File: config.mk
export PLATFORM = sky130hd
export DESIGN_NAME = addr_gen_unit
export DESIGN_NICKNAME = d
export VERILOG_FILES = /design/src/rtl/agen_pkg.sv /design/src/rtl/agen_mode_reg.sv /design/src/rtl/agen_mode_sel.sv /design/src/rtl/agen_calc.sv /design/src/rtl/addr_gen_unit.sv
export SDC_FILE = /design/constraint.sdc
export NUM_CORES = 1
export LEC_CHECK = 0
export CAP_MARGIN = 20
export CELL_PAD_IN_SITES_DETAIL_PLACEMENT = 1
export CELL_PAD_IN_SITES_GLOBAL_PLACEMENT = 1
export CORE_UTILIZATION = 32
export CTS_CLUSTER_SIZE = 40
export DETAILED_ROUTE_END_ITERATION = 12
export PLACE_DENSITY = 0.86
export SKIP_LAST_GASP = 1
export SLEW_MARGIN = 20
export SYNTH_ARGS = -nofsm -noshare
export SYNTH_HDL_FRONTEND = slang
export SYNTH_HIERARCHICAL = 1
export SYNTH_SLANG_ARGS = --single-unit
File: constraint.sdc
create_clock -name clk -period 4.65 [get_ports clk]
set_clock_uncertainty 0.15 [all_clocks]
set_input_delay 0.93 -clock clk [delete_from_list [all_inputs] [get_ports clk]]
set_output_delay 0.93 -clock clk [all_outputs]
set_load 0.03 [all_outputs]
File: src/rtl/agen_pkg.sv
package agen_pkg;

  localparam int MODE_W = 2;
  localparam int BSZ_W  = 5;

  typedef enum logic [1:0] {
    AM_LINEAR = 2'b00,
    AM_CIRC_A = 2'b01,
    AM_CIRC_B = 2'b10,
    AM_RSVD   = 2'b11
  } amode_e;

  function automatic logic is_circular(amode_e m);
    return (m == AM_CIRC_A) || (m == AM_CIRC_B);
  endfunction

endpackage

File: src/rtl/agen_mode_reg.sv
module agen_mode_reg #(
  parameter int NUM_CIRC = 8,
  localparam int FLD_W = NUM_CIRC * agen_pkg::MODE_W,
  localparam int CFG_W = FLD_W + 2 * agen_pkg::BSZ_W
) (
  input  logic                       clk,
  input  logic                       rst,
  input  logic                       we,
  input  logic [CFG_W-1:0]           wdata,
  output logic [FLD_W-1:0]           mode_vec,
  output logic [agen_pkg::BSZ_W-1:0] bsz_a,
  output logic [agen_pkg::BSZ_W-1:0] bsz_b
);

  logic [CFG_W-1:0] cfg_q;

  always_ff @(posedge clk) begin
    if (rst)     cfg_q <= '0;
    else if (we) cfg_q <= wdata;
  end

  assign mode_vec = cfg_q[FLD_W-1:0];
  assign bsz_a    = cfg_q[FLD_W +: agen_pkg::BSZ_W];
  assign bsz_b    = cfg_q[FLD_W + agen_pkg::BSZ_W +: agen_pkg::BSZ_W];

  // a write lands on the sampling edge
  assert_write_lands_R8: assert property (@(posedge clk) disable iff (rst)
    we |=> cfg_q == $past(wdata));

  // no write, no change
  assert_hold_R8: assert property (@(posedge clk) disable iff (rst)
    !we |=> $stable(cfg_q));

endmodule

File: src/rtl/agen_mode_sel.sv
module agen_mode_sel #(
  parameter int NUM_CIRC = 8,
  parameter int IDX_W    = 5,
  parameter int ADDR_W   = 32,
  localparam int FLD_W = NUM_CIRC * agen_pkg::MODE_W
) (
  input  logic [IDX_W-1:0]           breg,
  input  logic [FLD_W-1:0]           mode_vec,
  input  logic [agen_pkg::BSZ_W-1:0] bsz_a,
  input  logic [agen_pkg::BSZ_W-1:0] bsz_b,
  output agen_pkg::amode_e           mode,
  output logic                       circ,
  output logic [ADDR_W-1:0]          mask
);
  import agen_pkg::*;

  amode_e field [NUM_CIRC];
  logic [BSZ_W-1:0] span;

  for (genvar g = 0; g < NUM_CIRC; g++) begin : g_field
    assign field[g] = amode_e'(mode_vec[g*MODE_W +: MODE_W]);
  end

  // Bits 0..n set, everything above clear
  function automatic logic [ADDR_W-1:0] span_mask(logic [BSZ_W-1:0] n);
    logic [ADDR_W-1:0] m;
    for (int i = 0; i < ADDR_W; i++) m[i] = (i <= int'(n));
    return m;
  endfunction

  always_comb begin
    mode = AM_LINEAR;
    for (int i = 0; i < NUM_CIRC; i++)
      if (breg == IDX_W'(i)) mode = field[i];
  end

  assign circ = is_circular(mode);
  assign span = (mode == AM_CIRC_B) ? bsz_b : bsz_a;
  assign mask = circ ? span_mask(span) : '1;

endmodule

File: src/rtl/agen_calc.sv
module agen_calc #(
  parameter int ADDR_W = 32,
  parameter int OFF_W  = 16
) (
  input  logic [ADDR_W-1:0] base,
  input  logic [OFF_W-1:0]  offset,
  input  logic [1:0]        size,
  input  logic [ADDR_W-1:0] mask,
  input  logic              pre,
  output logic [ADDR_W-1:0] scaled,
  output logic [ADDR_W-1:0] sum,
  output logic [ADDR_W-1:0] newbase,
  output logic [ADDR_W-1:0] addr
);

  // Sign-extend the offset and turn operand units into bytes
  function automatic logic [ADDR_W-1:0] scale_off(logic [OFF_W-1:0] off,
                                                  logic [1:0] sz);
    logic signed [OFF_W-1:0]  s;
    logic        [ADDR_W-1:0] ext;
    s   = $signed(off);
    ext = ADDR_W'(s);
    return ext << sz;
  endfunction

  // Keep the base outside the window, take the sum inside it
  function automatic logic [ADDR_W-1:0] merge(logic [ADDR_W-1:0] b,
                                              logic [ADDR_W-1:0] s,
                                              logic [ADDR_W-1:0] m);
    return (b & ~m) | (s & m);
  endfunction

  assign scaled  = scale_off(offset, size);
  assign sum     = base + scaled;
  assign newbase = merge(base, sum, mask);
  assign addr    = pre ? newbase : base;

endmodule

File: src/rtl/addr_gen_unit.sv
module addr_gen_unit #(
  parameter int NUM_CIRC = 8,
  parameter int IDX_W    = 5,
  parameter int ADDR_W   = 32,
  parameter int OFF_W    = 16
) (
  input  logic                       clk,
  input  logic                       rst,
  input  logic                       cfg_we,
  input  logic [NUM_CIRC*agen_pkg::MODE_W+2*agen_pkg::BSZ_W-1:0] cfg_wdata,
  input  logic [ADDR_W-1:0]          req_base,
  input  logic [OFF_W-1:0]           req_offset,
  input  logic [1:0]                 req_size,
  input  logic [IDX_W-1:0]           req_breg,
  input  logic                       req_pre,
  output logic [ADDR_W-1:0]          rsp_addr,
  output logic [ADDR_W-1:0]          rsp_newbase
);
  import agen_pkg::*;

  localparam int FLD_W = NUM_CIRC * MODE_W;

  logic [FLD_W-1:0]  mode_vec;
  logic [BSZ_W-1:0]  bsz_a, bsz_b;
  amode_e            sel_mode;
  logic              circ_active;
  logic [ADDR_W-1:0] win_mask, scaled, raw_sum;

  agen_mode_reg #(.NUM_CIRC(NUM_CIRC)) u_cfg (
    .clk(clk), .rst(rst), .we(cfg_we), .wdata(cfg_wdata),
    .mode_vec(mode_vec), .bsz_a(bsz_a), .bsz_b(bsz_b)
  );

  agen_mode_sel #(.NUM_CIRC(NUM_CIRC), .IDX_W(IDX_W), .ADDR_W(ADDR_W)) u_sel (
    .breg(req_breg), .mode_vec(mode_vec), .bsz_a(bsz_a), .bsz_b(bsz_b),
    .mode(sel_mode), .circ(circ_active), .mask(win_mask)
  );

  agen_calc #(.ADDR_W(ADDR_W), .OFF_W(OFF_W)) u_calc (
    .base(req_base), .offset(req_offset), .size(req_size), .mask(win_mask),
    .pre(req_pre), .scaled(scaled), .sum(raw_sum),
    .newbase(rsp_newbase), .addr(rsp_addr)
  );

  assert_post_base_R7: assert property (@(posedge clk) disable iff (rst)
    !req_pre |-> rsp_addr == req_base);

  assert_pre_update_R7: assert property (@(posedge clk) disable iff (rst)
    req_pre |-> rsp_addr == rsp_newbase);

  assert_high_kept_R5: assert property (@(posedge clk) disable iff (rst)
    circ_active |-> ((rsp_newbase ^ req_base) & ~win_mask) == '0);

  assert_mask_shape_R5: assert property (@(posedge clk) disable iff (rst)
    circ_active |-> (win_mask[0] && ((win_mask + 1'b1) & win_mask) == '0));

  assert_linear_sum_R3: assert property (@(posedge clk) disable iff (rst)
    !circ_active |-> rsp_newbase == raw_sum);

  assert_reserved_linear_R4: assert property (@(posedge clk) disable iff (rst)
    (sel_mode == AM_RSVD) |-> !circ_active);

  assert_scale_zero_R2: assert property (@(posedge clk) disable iff (rst)
    (scaled & ~({ADDR_W{1'b1}} << req_size)) == '0);

endmodule

Yosys cells after proc, flatten, opt, wreduce, memory -nomap -nowiden
Cells that the tools add are included.
- $add $sub $neg: 1
- magnitude comparators: 31
- equality and inequality tests: 9
- shifts and indexed selects: 1
- muxes and demuxes: 11
- bitwise operators: 4
- reductions and logical operators: 2
- operator list (cell ; number):
    $le 5x5->1 const A ; 16
    $and 32x32->32 ; 2
    $mux 32 ; 2
    $le 4x5->1 const A ; 8
    $add 32x32->32 ; 1
    $not 32->32 ; 1
    $or 32x32->32 ; 1
    $shl 32x2->32 ; 1
    $eq 5x3->1 const B ; 4
    $le 3x5->1 const A ; 4
    $mux 2 ; 8
    $eq 5x2->1 const B ; 2
    $le 2x5->1 const A ; 2
    $eq 5x1->1 const B ; 1
    $le 1x5->1 const A ; 1
    $logic_not 5->1 ; 1
    $mux 5 ; 1
    $eq 2x1->1 const B ; 1
    $eq 2x2->1 const B ; 1
    $logic_or 1x1->1 ; 1
- register bits after elaboration: 26
- input port bits: 85
- output and inout port bits: 64
- word-level logic and storage cells: 60

Logic depth before layout (Yosys ltp)
- depth in word-level cells: 17
- gate-level depth with buffers: 15
- gate-level depth less buffers: 13

Cells and area by module
Netlist, hierarchy kept.
- modules (own cells, without submodules) (module ; times used ; cells each ; area each (sq um) ; sequential area each (sq um)):
    agen_calc ; 1 ; 425 ; 3223.1 ; 0.0
    agen_mode_reg ; 1 ; 84 ; 943.4 ; 520.5
    agen_mode_sel ; 1 ; 84 ; 615.6 ; 0.0

Worst setup path after synthesis
OpenSTA, ideal clock, no wires.
- path kind: input to output
- from: in req_size[0]
- to: out rsp_addr[25]
- data arrival time: 4.541 ns
- data required time: 3.570 ns
- path slack: -0.971 ns
- stages on the path: 9
- buffers on the path: 1
- cell sequence: clkbuf_1 mux4_2 ha_1 a21oi_1 o21ai_2 o21ai_2 a311o_1 o21ai_4 o311ai_0
- word-level cells in the longest chain between the ends: 5
- RTL lines (what ; RTL line ; RTL):
    start: declaration ; addr_gen_unit.sv:13 ; input logic [1:0] req_size,
    $shl 32x2->32 ; agen_calc.sv:23 ; return ext << sz;
    named net scaled[4] ; addr_gen_unit.sv:27 ; logic [ADDR_W-1:0] win_mask, scaled, raw_sum;
    $add 32x32->32 ; agen_calc.sv:34 ; assign sum = base + scaled;
    $and 32x32->32 ; agen_calc.sv:30 ; return (b & ~m) | (s & m);
    $or 32x32->32 ; agen_calc.sv:30 ;
    $mux 32 ; agen_calc.sv:36 ; assign addr = pre ? newbase : base;
    end: declaration ; addr_gen_unit.sv:16 ; output logic [ADDR_W-1:0] rsp_addr,
The timed path passes the listed nets, and every way through them passes these cells.

Worst setup path after layout
- from: in req_offset[15]
- to: out rsp_addr[31]
- word-level cells in the longest chain between the ends: 5
- RTL lines (what ; RTL line ; RTL):
    start: declaration ; addr_gen_unit.sv:12 ; input logic [OFF_W-1:0] req_offset,
    $shl 32x2->32 ; agen_calc.sv:23 ;
    $add 32x32->32 ; agen_calc.sv:34 ;
    $and 32x32->32 ; agen_calc.sv:30 ;
    $or 32x32->32 ; agen_calc.sv:30 ;
    $mux 32 ; agen_calc.sv:36 ;
No other way between the ends.

==> results_dict.tcl <==
set metrics [dict create \
    core_um2 13930 \
    crit_chain "clkdlybuf4s15_2 > buf_4 > ha_1 > a21oi_1 > o21ai_0 > a2bb2oi_1 > o21ai_1 > a41oi_4 > mux2i_2 > xor2_2 > buf_12" \
    gr-total-overflow 0 \
    crit_arrival_ns 4.26 \
    die_w_um 121.9 \
    hold_viol 0 \
    power_frac_clock 0.080 \
    holdWs_ns 0.3919 \
    clk_latency_ns 0.26 \
    slowest_delay_ns 0.49 \
    slowest_stage "a2bb2oi_1" \
    reg2reg_from "u_cfg/cfg_q[23]" \
    wl_mm 36.97 \
    p_int_mw 1.391 \
    violations "setup timing" \
    hold_start "u_cfg/cfg_q[15]" \
    cp_max_fo 19 \
    fmax_ghz 0.1874 \
    endpoint_kind "output pin" \
    drtIter0Drc 718 \
    synth_cells 566 \
    hpwl_mm 17.36 \
    layout_common_cells "169 x buf_4, 69 x buf_6, 63 x clkdlybuf4s50_1" \
    htreeDepth 1 \
    final_common_cell "buf_4" \
    clk_path_buf_depth 2 \
    placedCellCount 1027 \
    status "complete, but fails checks" \
    p_per_area_nw_per_um2 273.6 \
    die_h_um 121.9 \
    yosysWarningCount 6 \
    fin_ws_ns -0.6866 \
    ant_nets 0 \
    max_slew_margin 0.3542 \
    place_area_um2 7590 \
    numCtsBuffers 3 \
    combPwrFrac 0.823 \
    fin_cells 1081 \
    critPathRequiredTime_ns 3.57 \
    slew_viol_final 0 \
    antenna_cells 0 \
    ioPinCount 149 \
    cts.sinks 26 \
    synth.cell_area_um2 4599 \
    r2r_end "u_cfg/cfg_q[23]" \
    tightest_slew_ns 0.9657 \
    cts_tree "yes" \
    min_path_type "reg2reg" \
    finalSetupTns_ns -19.02 \
    synth.avg_cell_area_um2 8.126 \
    largest_reg_flops 26 \
    grt_max_degree 27 \
    whs_endpoint "u_cfg/cfg_q[15]" \
    cpLargestDelayFamily "compound AO/OA/AOI/OAI gates" \
    peakVddDrop_mv 0.2261 \
    area_growth_pct 112.6 \
    top_regs "u_cfg/cfg_q (26)" \
    p_leak_nw 4.240 \
    viasPerCell 6.665 \
    wl_per_cell_um 34.20 \
    layout-drive-gt1-share 0.6016 \
    place.port_buffers 148 \
    track_usage 0.3952 \
    syn-num-nets 684 \
    setup_viol_count_final 57 \
    floorplan.rows 43 \
    critPathKind "in2out" \
    p_switching_mw 1.285 \
    nNetsFinal 1020 \
    seqPwrFrac 0.097 \
    reg2regPathDepth 2 \
    final_area_um2 9779 \
    cap_violations 0 \
    antenna_found_initial 0 \
    grt_pass1_wl_mm 44.15 \
    grt_pass1_vias 7479 \
    crit_path_start "req_offset[15]" \
    critPathLaunchType "primary input" \
    vias 7205 \
    dieArea_um2 14860 \
    hold_depth 2 \
    swShare 0.4801 \
    largest-register "u_cfg/cfg_q" \
    r2r_slack_ns 3.36 \
    root_buffer "clkbuf_16" \
    first_pass_iters 5 \
    drc 0 \
    path_buf_inv 3 \
    final_period_minus_worst_setup_slack_ns 5.337 \
    start_util 0.3301 \
    path_clk_slew_ns 0.07 \
    place_congestion 0.9492 \
    dp_slack_ns -1.071 \
    fin_crit_sh 1.148 \
    num-fill-cells 1405 \
    grt_setup_unrepaired "true" \
]
-- worst reg2reg max path, delay by kind of cell (launching register included) --
family | cells | cell delay (ns)
mux | 1 | 0.17
flops | 1 | 0.74
simple gates | 1 | 0.14
-- per-stage QoR --
stage	utilization	power, mW
CTS	0.6338	2.218
detailed placement	0.5447	1.807
floorplan	-	1.079
global route	0.7018	2.713
finish	0.7018	2.676
global placement	0.5447	1.740
-- power by group through the flow --
stage | clock network, mW | registers, mW | logic (mW)
floorplan | 0 | 0.249 | 0.830
global placement | 0 | 0.253 | 1.49
detailed placement | 0 | 0.255 | 1.55
CTS | 0.210 | 0.255 | 1.75
global route | 0.224 | 0.261 | 2.23
finish | 0.213 | 0.260 | 2.20
-- area by class of cell --
type	instances	area [um^2]	area share
multi-input cells	503	5409	0.5531
repair buffers	355	3485	0.3563
flip-flops and latches	26	520.5	0.05322
well taps	180	225.2	0.02303
clock buffers	4	88.84	0.009084
inverters	13	51.30	0.005246
-- per-layer routing --
metal	GRT usage	vias to the layer above	part of all wire
li1	-	2793	-
met1	0.4230	3493	0.35
met2	0.7062	606	0.46
met3	0.05993	313	0.089
met4	0.2809	0	0.10
met5	0	-	0
-- worst max path at each step --
stage | end | cells past startpoint
after CTS | rsp_newbase[26] | 13
after detailed placement | rsp_addr[31] | 15
after global placement | rsp_addr[31] | 15
final | rsp_addr[31] | 11
after floorplan | rsp_newbase[30] | 12
after global routing | rsp_addr[31] | 11
-- repair_timing --
action,in CTS,in global routing
pin swaps,78,70
gates cloned,5,0
endpoints found under the hold margin,0,0
hold buffers,0,0
gates resized for setup,295,202
setup buffers,26,31
setup endpoints to repair,62,61
Power figures use the tool's default switching activity.
